[config.mk]
export PLATFORM = sky130hd
export DESIGN_NAME = clus_pwrup_seq
export DESIGN_NICKNAME = d
export VERILOG_FILES = /design/src/rtl/clus_pwrup_pkg.sv /design/src/rtl/clus_pwrup_timer.sv /design/src/rtl/clus_pwrup_fsm.sv /design/src/rtl/clus_pwrup_ctrl.sv /design/src/rtl/clus_pwrup_seq.sv
export SDC_FILE = /design/constraint.sdc
export NUM_CORES = 1
export LEC_CHECK = 0
export ABC_AREA = 1
export BUFFER_PORTS_ARGS = -buffer_cell sky130_fd_sc_hd__buf_2
export CAP_MARGIN = 30
export CORE_ASPECT_RATIO = 1.5
export CORE_MARGIN = 2
export CORE_UTILIZATION = 52
export CTS_CLUSTER_DIAMETER = 100
export DETAILED_ROUTE_END_ITERATION = 10
export GPL_TIMING_DRIVEN = 0
export PLACE_DENSITY = 0.78
export SKIP_CTS_REPAIR_TIMING = 1
export SLEW_MARGIN = 10
export SYNTH_ARGS = -nofsm -noshare
export SYNTH_HDL_FRONTEND = slang
export SYNTH_SLANG_ARGS = --single-unit
[constraint.sdc]
create_clock -name clk -period 1.71 [get_ports clk]
set_clock_uncertainty 0.05 [all_clocks]
set_input_delay 0 -clock clk [delete_from_list [all_inputs] [get_ports clk]]
set_output_delay 0 -clock clk [all_outputs]
set_load 0.01 [all_outputs]
[src/rtl/clus_pwrup_pkg.sv]
package clus_pwrup_pkg;

  // Sequence steps; each active step lasts one cycle except ST_WAIT.
  typedef enum logic [3:0] {
    ST_IDLE,
    ST_COH_ON,
    ST_POR,
    ST_CRST,
    ST_RDIS,
    ST_GATE,
    ST_WAIT,
    ST_REL,
    ST_COH_OFF
  } step_e;

  localparam logic CT_SMALL = 1'b0;
  localparam logic CT_BIG   = 1'b1;

endpackage

[src/rtl/clus_pwrup_timer.sv]
module clus_pwrup_timer #(
  parameter int unsigned LIMIT = 200
) (
  input  logic clk,
  input  logic rst_n,
  input  logic load,
  output logic expired
);

  localparam int unsigned CW = $clog2(LIMIT + 1);

  logic [CW-1:0] cnt_q, cnt_d;
  logic          cnt_en;

  always_comb begin
    cnt_en = load | (cnt_q != '0);
    if (load) cnt_d = CW'(LIMIT - 1);
    else      cnt_d = cnt_q - CW'(1);
  end

  always_ff @(posedge clk or negedge rst_n) begin
    if (!rst_n)      cnt_q <= '0;
    else if (cnt_en) cnt_q <= cnt_d;
  end

  assign expired = (cnt_q == '0);

endmodule

[src/rtl/clus_pwrup_fsm.sv]
module clus_pwrup_fsm
  import clus_pwrup_pkg::*;
(
  input  logic  clk,
  input  logic  rst_n,
  input  logic  start_req,
  input  logic  wait_done,
  output step_e step,
  output logic  accept,
  output logic  reject,
  output logic  tmr_load
);

  step_e state_q, state_d;

  always_comb begin
    state_d = state_q;
    unique case (state_q)
      ST_IDLE:    if (start_req) state_d = ST_COH_ON;
      ST_COH_ON:  state_d = ST_POR;
      ST_POR:     state_d = ST_CRST;
      ST_CRST:    state_d = ST_RDIS;
      ST_RDIS:    state_d = ST_GATE;
      ST_GATE:    state_d = ST_WAIT;
      ST_WAIT:    if (wait_done) state_d = ST_REL;
      ST_REL:     state_d = ST_COH_OFF;
      ST_COH_OFF: state_d = ST_IDLE;
      default:    state_d = ST_IDLE;
    endcase
  end

  always_ff @(posedge clk or negedge rst_n) begin
    if (!rst_n) state_q <= ST_IDLE;
    else        state_q <= state_d;
  end

  assign step     = state_q;
  assign accept   = start_req & (state_q == ST_IDLE);
  assign reject   = start_req & (state_q != ST_IDLE);
  assign tmr_load = (state_q == ST_GATE);

endmodule

[src/rtl/clus_pwrup_ctrl.sv]
module clus_pwrup_ctrl
  import clus_pwrup_pkg::*;
#(
  parameter int unsigned NUM_CORES = 4
) (
  input  logic                 clk,
  input  logic                 rst_n,
  input  step_e                step,
  input  logic                 accept,
  input  logic                 reject,
  input  logic                 clus_big,
  output logic                 coh_inactive,
  output logic [NUM_CORES-1:0] core_por_n,
  output logic                 dbg_soc_rst_n,
  output logic [NUM_CORES-1:0] core_dbg_rst_n,
  output logic                 bus_rst_n,
  output logic                 l2_rst_n,
  output logic [NUM_CORES-1:0] trace_rst_n,
  output logic [NUM_CORES-1:0] l1_rst_inhibit,
  output logic                 l2_rst_inhibit,
  output logic                 clus_pwr_gate,
  output logic                 done_pulse,
  output logic                 err_pulse
);

  logic type_q;
  logic coh_q, coh_d, coh_en;
  logic crst_q, crst_d, crst_en;
  logic l2dis_q, l2dis_en;
  logic gate_q, gate_en;
  logic done_q, done_d;
  logic err_q, err_d;
  logic por_en, dbg_en, trc_en, l1_en;

  always_comb begin
    coh_en   = (step == ST_COH_ON) | (step == ST_COH_OFF);
    coh_d    = (step == ST_COH_ON);
    crst_en  = (step == ST_CRST) | (step == ST_REL);
    crst_d   = (step == ST_REL);
    l2dis_en = (step == ST_RDIS);
    gate_en  = (step == ST_GATE);
    done_d   = (step == ST_COH_OFF);
    err_d    = reject;
    por_en   = (step == ST_POR);
    dbg_en   = (step == ST_CRST);
    trc_en   = (step == ST_CRST) & (type_q == CT_SMALL);
    l1_en    = (step == ST_RDIS) & (type_q == CT_SMALL);
  end

  always_ff @(posedge clk or negedge rst_n) begin
    if (!rst_n) begin
      type_q  <= CT_SMALL;
      coh_q   <= 1'b0;
      crst_q  <= 1'b1;
      l2dis_q <= 1'b1;
      gate_q  <= 1'b1;
      done_q  <= 1'b0;
      err_q   <= 1'b0;
    end else begin
      if (accept)   type_q  <= clus_big;
      if (coh_en)   coh_q   <= coh_d;
      if (crst_en)  crst_q  <= crst_d;
      if (l2dis_en) l2dis_q <= 1'b0;
      if (gate_en)  gate_q  <= 1'b0;
      done_q <= done_d;
      err_q  <= err_d;
    end
  end

  for (genvar i = 0; i < NUM_CORES; i++) begin : g_lane
    logic por_q, dbg_q, trc_q, l1_q;
    always_ff @(posedge clk or negedge rst_n) begin
      if (!rst_n) begin
        por_q <= 1'b1;
        dbg_q <= 1'b1;
        trc_q <= 1'b1;
        l1_q  <= 1'b1;
      end else begin
        if (por_en) por_q <= 1'b0;
        if (dbg_en) dbg_q <= 1'b0;
        if (trc_en) trc_q <= 1'b0;
        if (l1_en)  l1_q  <= 1'b0;
      end
    end
    assign core_por_n[i]     = por_q;
    assign core_dbg_rst_n[i] = dbg_q;
    assign trace_rst_n[i]    = trc_q;
    assign l1_rst_inhibit[i] = l1_q;
  end

  assign coh_inactive   = coh_q;
  assign dbg_soc_rst_n  = crst_q;
  assign bus_rst_n      = crst_q;
  assign l2_rst_n       = crst_q;
  assign l2_rst_inhibit = l2dis_q;
  assign clus_pwr_gate  = gate_q;
  assign done_pulse     = done_q;
  assign err_pulse      = err_q;

endmodule

[src/rtl/clus_pwrup_seq.sv]
module clus_pwrup_seq
  import clus_pwrup_pkg::*;
#(
  parameter int unsigned NUM_CORES  = 4,
  parameter int unsigned CYC_PER_US = 10,
  parameter int unsigned WAIT_US    = 20
) (
  input  logic                 clk,
  input  logic                 rst_n,
  input  logic                 start_req,
  input  logic                 clus_big,
  output logic                 coh_inactive,
  output logic [NUM_CORES-1:0] core_por_n,
  output logic                 dbg_soc_rst_n,
  output logic [NUM_CORES-1:0] core_dbg_rst_n,
  output logic                 bus_rst_n,
  output logic                 l2_rst_n,
  output logic [NUM_CORES-1:0] trace_rst_n,
  output logic [NUM_CORES-1:0] l1_rst_inhibit,
  output logic                 l2_rst_inhibit,
  output logic                 clus_pwr_gate,
  output logic                 done_pulse,
  output logic                 err_pulse
);

  localparam int unsigned WAIT_CYC = CYC_PER_US * WAIT_US;

  step_e step;
  logic  accept, reject, tmr_load, wait_done;

  clus_pwrup_fsm u_fsm (
    .clk       (clk),
    .rst_n     (rst_n),
    .start_req (start_req),
    .wait_done (wait_done),
    .step      (step),
    .accept    (accept),
    .reject    (reject),
    .tmr_load  (tmr_load)
  );

  clus_pwrup_timer #(.LIMIT(WAIT_CYC)) u_tmr (
    .clk     (clk),
    .rst_n   (rst_n),
    .load    (tmr_load),
    .expired (wait_done)
  );

  clus_pwrup_ctrl #(.NUM_CORES(NUM_CORES)) u_ctrl (
    .clk            (clk),
    .rst_n          (rst_n),
    .step           (step),
    .accept         (accept),
    .reject         (reject),
    .clus_big       (clus_big),
    .coh_inactive   (coh_inactive),
    .core_por_n     (core_por_n),
    .dbg_soc_rst_n  (dbg_soc_rst_n),
    .core_dbg_rst_n (core_dbg_rst_n),
    .bus_rst_n      (bus_rst_n),
    .l2_rst_n       (l2_rst_n),
    .trace_rst_n    (trace_rst_n),
    .l1_rst_inhibit (l1_rst_inhibit),
    .l2_rst_inhibit (l2_rst_inhibit),
    .clus_pwr_gate  (clus_pwr_gate),
    .done_pulse     (done_pulse),
    .err_pulse      (err_pulse)
  );

endmodule

==> impl_metrics.tcl, run 1 <==
set metrics [dict create \
    htreeDepth 1 \
    cellPowerDensity_nw_per_um2 1400 \
    period_minus_slack_ns 1.53 \
    layout.nets 184 \
    rows 21 \
    place_ws_ns 0.167 \
    mostFrequentLayoutCell "buf_2" \
    arrival_ns 1.69 \
    drv_cap 0 \
    yosys-top-cells-area "dfrtp_1, dfstp_2, buf_4" \
    avgViaCountPerCell 4.98 \
    fin_tns_setup_ns 0 \
    post-dp-hpwl_microns 1720 \
    critPathKind "reg -> reg" \
    grt.total_usage 0.188 \
    die-area_sq_um 2680 \
    clk_pin_slew_worst_paths_ns 0.12 \
    cts_tree "yes" \
    cp_top_family "simple AND/OR/NAND/NOR gates" \
    clkSinkCount 23 \
    ir_worst_vdd_mv 1.05 \
    wirelength_microns 2240 \
    grt_max_degree 24 \
    clockRootBuffer "clkbuf_4" \
    drive_gt1_frac 0.371 \
    clk_latency_ns 0.31 \
    drc 0 \
    drt_iter0_drc 21 \
    layout.cells.non_filler 201 \
    drv_slew 0 \
    ys_ff_latch 23 \
    cp_cell_sequence "inv_1, ha_2, inv_1, nor2_1, nand2_2, nor2_2, nor2_1" \
    grt-ovfl-total 0 \
    placed_cells 194 \
    mostFrequentLayoutCells "buf_2, inv_1, nand2_1" \
    n_antenna_cell 0 \
    avgSynthCellArea_sq_um 8.21 \
    num-fill-cells 192 \
    synth_nets 149 \
    drtAntennaViolNets 0 \
    cp_max_fo 7 \
    grt_pass1_wl_microns 3800 \
    io_pins 28 \
    syn_area_sq_um 1180 \
    slew_headroom 0.675 \
    crit_buf_inv 2 \
    ys_warn_count 0 \
    syn_inst 144 \
    grt_pass1_vias 907 \
    cp.required_ns 1.87 \
    status "finished clean" \
    fin_crit_sh 0.895 \
    die_w_microns 42.9 \
    io_buffers 27 \
    area_delta_synth_final_pct 18.8 \
    cp-end-kind "flop" \
    gp_congestion 0.806 \
    holdCritPathClass "in -> async" \
    finalSetupViolations 0 \
    initial_utilization 0.542 \
    start_kind "flop" \
    yosysSeqAreaShare 0.494 \
    p_leak_uw 0.000809 \
    fmax_mhz 653 \
    ys_types 20 \
    antenna_found_initial 0 \
    worstMarginPinSlew_ns 0.488 \
    post-route-util 0.644 \
    total_power_uw 1970 \
    core-area_sq_um 2180 \
    synth_area_leader_cell "dfrtp_1" \
    rsz0062_at_grt "no" \
    numCtsBuffers 3 \
    clockBufferDepth 2 \
    finalWorstSetupSlack_ns 0.179 \
    multi_input_area_sq_um 368 \
    ff_latch_area_sq_um 584 \
    slowest_stage "dfrtp_1" \
    vias 1001 \
    hold_violations 0 \
    wire_per_inst_microns 11.1 \
    die_h_microns 62.4 \
    drt-pass1-iter-count 5 \
    slowest_delay_ns 0.40 \
    synth_top_area_frac 0.339 \
]
## path summary, 6_finish.rpt
check                                                         to  cells past startpoint                              from  slack (ns)
worst max register to register        u_tmr.cnt_q[5]$_DFFE_PN0P_                      7        u_tmr.cnt_q[0]$_DFFE_PN0P_        0.18
min in group clk                u_ctrl.clus_pwr_gate$_DFFE_PN1P_                      2  u_ctrl.clus_pwr_gate$_DFFE_PN1P_        0.40
worst min register to register  u_ctrl.clus_pwr_gate$_DFFE_PN1P_                      2  u_ctrl.clus_pwr_gate$_DFFE_PN1P_        0.40
worst min-delay path             u_ctrl.coh_inactive$_DFFE_PN0P_                      2                             rst_n        0.11
worst max-delay path                  u_tmr.cnt_q[5]$_DFFE_PN0P_                      7        u_tmr.cnt_q[0]$_DFFE_PN0P_        0.18
max in group asynchronous       u_ctrl.clus_pwr_gate$_DFFE_PN1P_                      2                             rst_n        1.14
## final cells by class
| cell class | instances | share of cell area |
|---|---|---|
| sequential | 23 | 0.416 |
| multi-input combinational | 77 | 0.262 |
| timing repair buffer | 30 | 0.118 |
| buffer | 18 | 0.0962 |
| inverter | 26 | 0.0695 |
| tap | 23 | 0.0205 |
| clock buffer | 4 | 0.0187 |
## logic make-up (layout without fill, tap and decap cells)
family	count (synthesis)	in the layout	synth area share
buf+inv	44	78	0.197
flops	23	23	0.494
simple gates	67	67	0.258
fa+ha+maj	1	1	0.0106
compound gates	9	9	0.0402
## cells in the mapped netlist
library cell and number:
a21oi_1 1, dfstp_2 7, ha_1 1, nor2_4 1, nor2_2 5, nand2_2 2, nand3_1 14, and2_1 1
nand4_1 2, dfrtp_1 16, nor2_1 15, inv_1 24, nand2_1 24, a31oi_1 1, o21ai_0 5, buf_4 18
o21ai_1 1, o22ai_1 1, nor3_1 3, inv_2 2
## metrics by stage
step | hold WS [ns] | instance area (sq um)
after floorplan | -0.346 | 1180
after global placement | -0.0576 | 1350
after detailed placement | -0.0579 | 1350
after CTS | -0.405 | 1370
after global routing | 0.165 | 1410
final | 0.113 | 1410
## flip-flops by register name, indices dropped and copies added, names as in the netlist
signal                 flops
u_ctrl.done_pulse          1
u_fsm.step                 4
u_ctrl.g_lane.l1_q         1
u_ctrl.g_lane.por_q        1
u_ctrl.err_pulse           1
u_ctrl.l2_rst_inhibit      1
u_ctrl.clus_pwr_gate       1
u_ctrl.coh_inactive        1
u_ctrl.bus_rst_n           1
u_ctrl.g_lane.dbg_q        1
u_tmr.cnt_q                8
u_ctrl.type_q              1
u_ctrl.g_lane.trc_q        1
## power breakdown
group	switching, uW	total, uW	internal (uW)
combinational	528	834	306
clock	159	250	91.3
sequential	152	882	729
total	839	1970	1130
## layer usage
layer	share of wire	routed length, microns	GRT usage	up-vias
met3	0.064	142	0.0289	5
met5	0	0	0	-
met1	0.37	816	0.200	473
li1	-	-	-	493
met2	0.54	1220	0.339	30
met4	0.026	59	0.102	0
Note: power is estimated with default switching activity, not from simulation.
==> inputs of run 2 (changes only) <==
--- a/config.mk
+++ b/config.mk
@@ -10,13 +10,14 @@
 export CAP_MARGIN = 30
 export CORE_ASPECT_RATIO = 1.5
 export CORE_MARGIN = 2
-export CORE_UTILIZATION = 52
+export CORE_UTILIZATION = 56
 export CTS_CLUSTER_DIAMETER = 100
 export DETAILED_ROUTE_END_ITERATION = 10
 export GPL_TIMING_DRIVEN = 0
-export PLACE_DENSITY = 0.78
+export PLACE_DENSITY = 0.83
 export SKIP_CTS_REPAIR_TIMING = 1
 export SLEW_MARGIN = 10
 export SYNTH_ARGS = -nofsm -noshare
 export SYNTH_HDL_FRONTEND = slang
 export SYNTH_SLANG_ARGS = --single-unit
+export TNS_END_PERCENT = 100
==> constraint.sdc (replaced) <==
create_clock -name clk -period 1.9 [get_ports clk]
set_clock_uncertainty 0.05 [all_clocks]
set_input_delay 0 -clock clk [delete_from_list [all_inputs] [get_ports clk]]
set_output_delay 0 -clock clk [all_outputs]
set_load 0.01 [all_outputs]
==> impl_metrics.tcl, run 2 (same netlist as run 1, synthesis figures left out) <==
set metrics [dict create \
    initial_utilization 0.591 \
    grt_pass1_wl_microns 4000 \
    largest-register "u_tmr.cnt_q" \
    drv_cap 0 \
    mostFrequentLayoutCells "buf_2, inv_1, nand2_1" \
    drive_gt1_frac 0.365 \
    clk_latency_ns 0.30 \
    layout.cells.non_filler 200 \
    startpoint "u_tmr.cnt_q[0]$_DFFE_PN0P_" \
    status "finished clean" \
    die-area_sq_um 2500 \
    critPathKind "reg -> reg" \
    fmax_mhz 623 \
    num-fill-cells 167 \
    largest_reg_flops 8 \
    r2r-start "u_tmr.cnt_q[0]$_DFFE_PN0P_" \
    drv_slew 0 \
    drtAntennaViolNets 0 \
    total_power_uw 1760 \
    numCtsBuffers 3 \
    grt_max_degree 24 \
    gp_congestion 0.799 \
    die_h_microns 60.3 \
    finalSetupViolations 0 \
    clockRootBuffer "clkbuf_4" \
    mostFrequentLayoutCell "buf_2" \
    die_w_microns 41.5 \
    rsz0062_at_grt "no" \
    wire_per_inst_microns 11.1 \
    post-dp-hpwl_microns 1760 \
    n_antenna_cell 0 \
    cellPowerDensity_nw_per_um2 1260 \
    io_buffers 27 \
    holdWs_ns 0.122 \
    holdCritPathClass "in -> async" \
    hold_violations 0 \
    drc 0 \
    start_kind "flop" \
    cp.required_ns 2.04 \
    worstMarginPinSlew_ns 0.485 \
    grt.total_usage 0.210 \
    layout.nets 184 \
    multi_input_area_sq_um 365 \
    grt_pass1_vias 997 \
    clk_pin_slew_worst_paths_ns 0.12 \
    antenna_found_initial 0 \
    htreeDepth 1 \
    io_pins 28 \
    ff_latch_area_sq_um 584 \
    cts_tree "yes" \
    cp_max_fo 7 \
    post-route-util 0.700 \
    vias 984 \
    clockBufferDepth 2 \
    area_delta_synth_final_pct 18.5 \
    fin_tns_setup_ns 0 \
    period_minus_slack_ns 1.61 \
    drt_iter0_drc 14 \
    placed_cells 193 \
    fin_crit_sh 0.845 \
    rows 20 \
    grt-ovfl-total 0 \
    wirelength_microns 2210 \
    cp-end-kind "flop" \
    arrival_ns 1.74 \
    avgViaCountPerCell 4.92 \
    clkSinkCount 23 \
    core-area_sq_um 2000 \
    drt-pass1-iter-count 4 \
    ir_worst_vdd_mv 0.801 \
    slew_headroom 0.677 \
    p_leak_uw 0.000810 \
]
-- run 2: cell count changes in the layout (fill, tap and decap cells not counted) --
cell / previous run / this run
ha_2: 1 / 0
ha_1: 0 / 1
-- run 2: worst max-delay path, cell delays in order (launching register included) --
cell	delay, ns
dfrtp_1	0.41
inv_1	0.17
ha_1	0.29
inv_1	0.11
nor2_1	0.13
nand2_2	0.13
nand2_1	0.10
nand3_1	0.10
-- run 2: report_power, final --
group | internal [uW] | total [uW] | switching, uW
clock network | 81.8 | 222 | 140
logic | 272 | 747 | 475
registers | 657 | 795 | 138
total | 1010 | 1760 | 752
-- run 2: final cells by class --
| class | instances | area share |
|---|---|---|
| Sequential cell | 23 | 0.417 |
| Multi-Input combinational cell | 77 | 0.261 |
| Timing Repair Buffer | 30 | 0.118 |
| Buffer | 18 | 0.0964 |
| Inverter | 26 | 0.0696 |
| Tap cell | 22 | 0.0196 |
| Clock buffer | 4 | 0.0188 |
-- run 2: per-stage QoR --
stage	area [sq um]	setup slack (ns)
3_3_place_gp	1350	0.382
4_1_cts	1370	0.302
2_1_floorplan	1180	0.563
5_1_grt	1400	0.161
3_5_place_dp	1350	0.324
6_report	1400	0.295
-- run 2: layer usage --
metal | wire length (microns) | global-route usage | vias to the layer above
li1 | - | - | 493
met1 | 773 | 0.197 | 444
met2 | 1240 | 0.422 | 39
met3 | 133 | 0.0302 | 8
met4 | 66 | 0.124 | 0
met5 | 0 | 0 | -
-- run 2: worst paths after layout --
kind / to / slack [ns] / depth (start not counted)
setup / recovery: u_tmr.cnt_q[0]$_DFFE_PN0P_ / 0.29 / 7
hold / removal: u_ctrl.coh_inactive$_DFFE_PN0P_ / 0.12 / 2
setup reg to reg: u_tmr.cnt_q[0]$_DFFE_PN0P_ / 0.29 / 7
hold reg to reg: u_ctrl.clus_pwr_gate$_DFFE_PN1P_ / 0.41 / 2
max in group asynchronous: u_ctrl.g_lane[2].por_q$_DFFE_PN1P_ / 1.32 / 2
min in group clk: u_ctrl.clus_pwr_gate$_DFFE_PN1P_ / 0.41 / 2
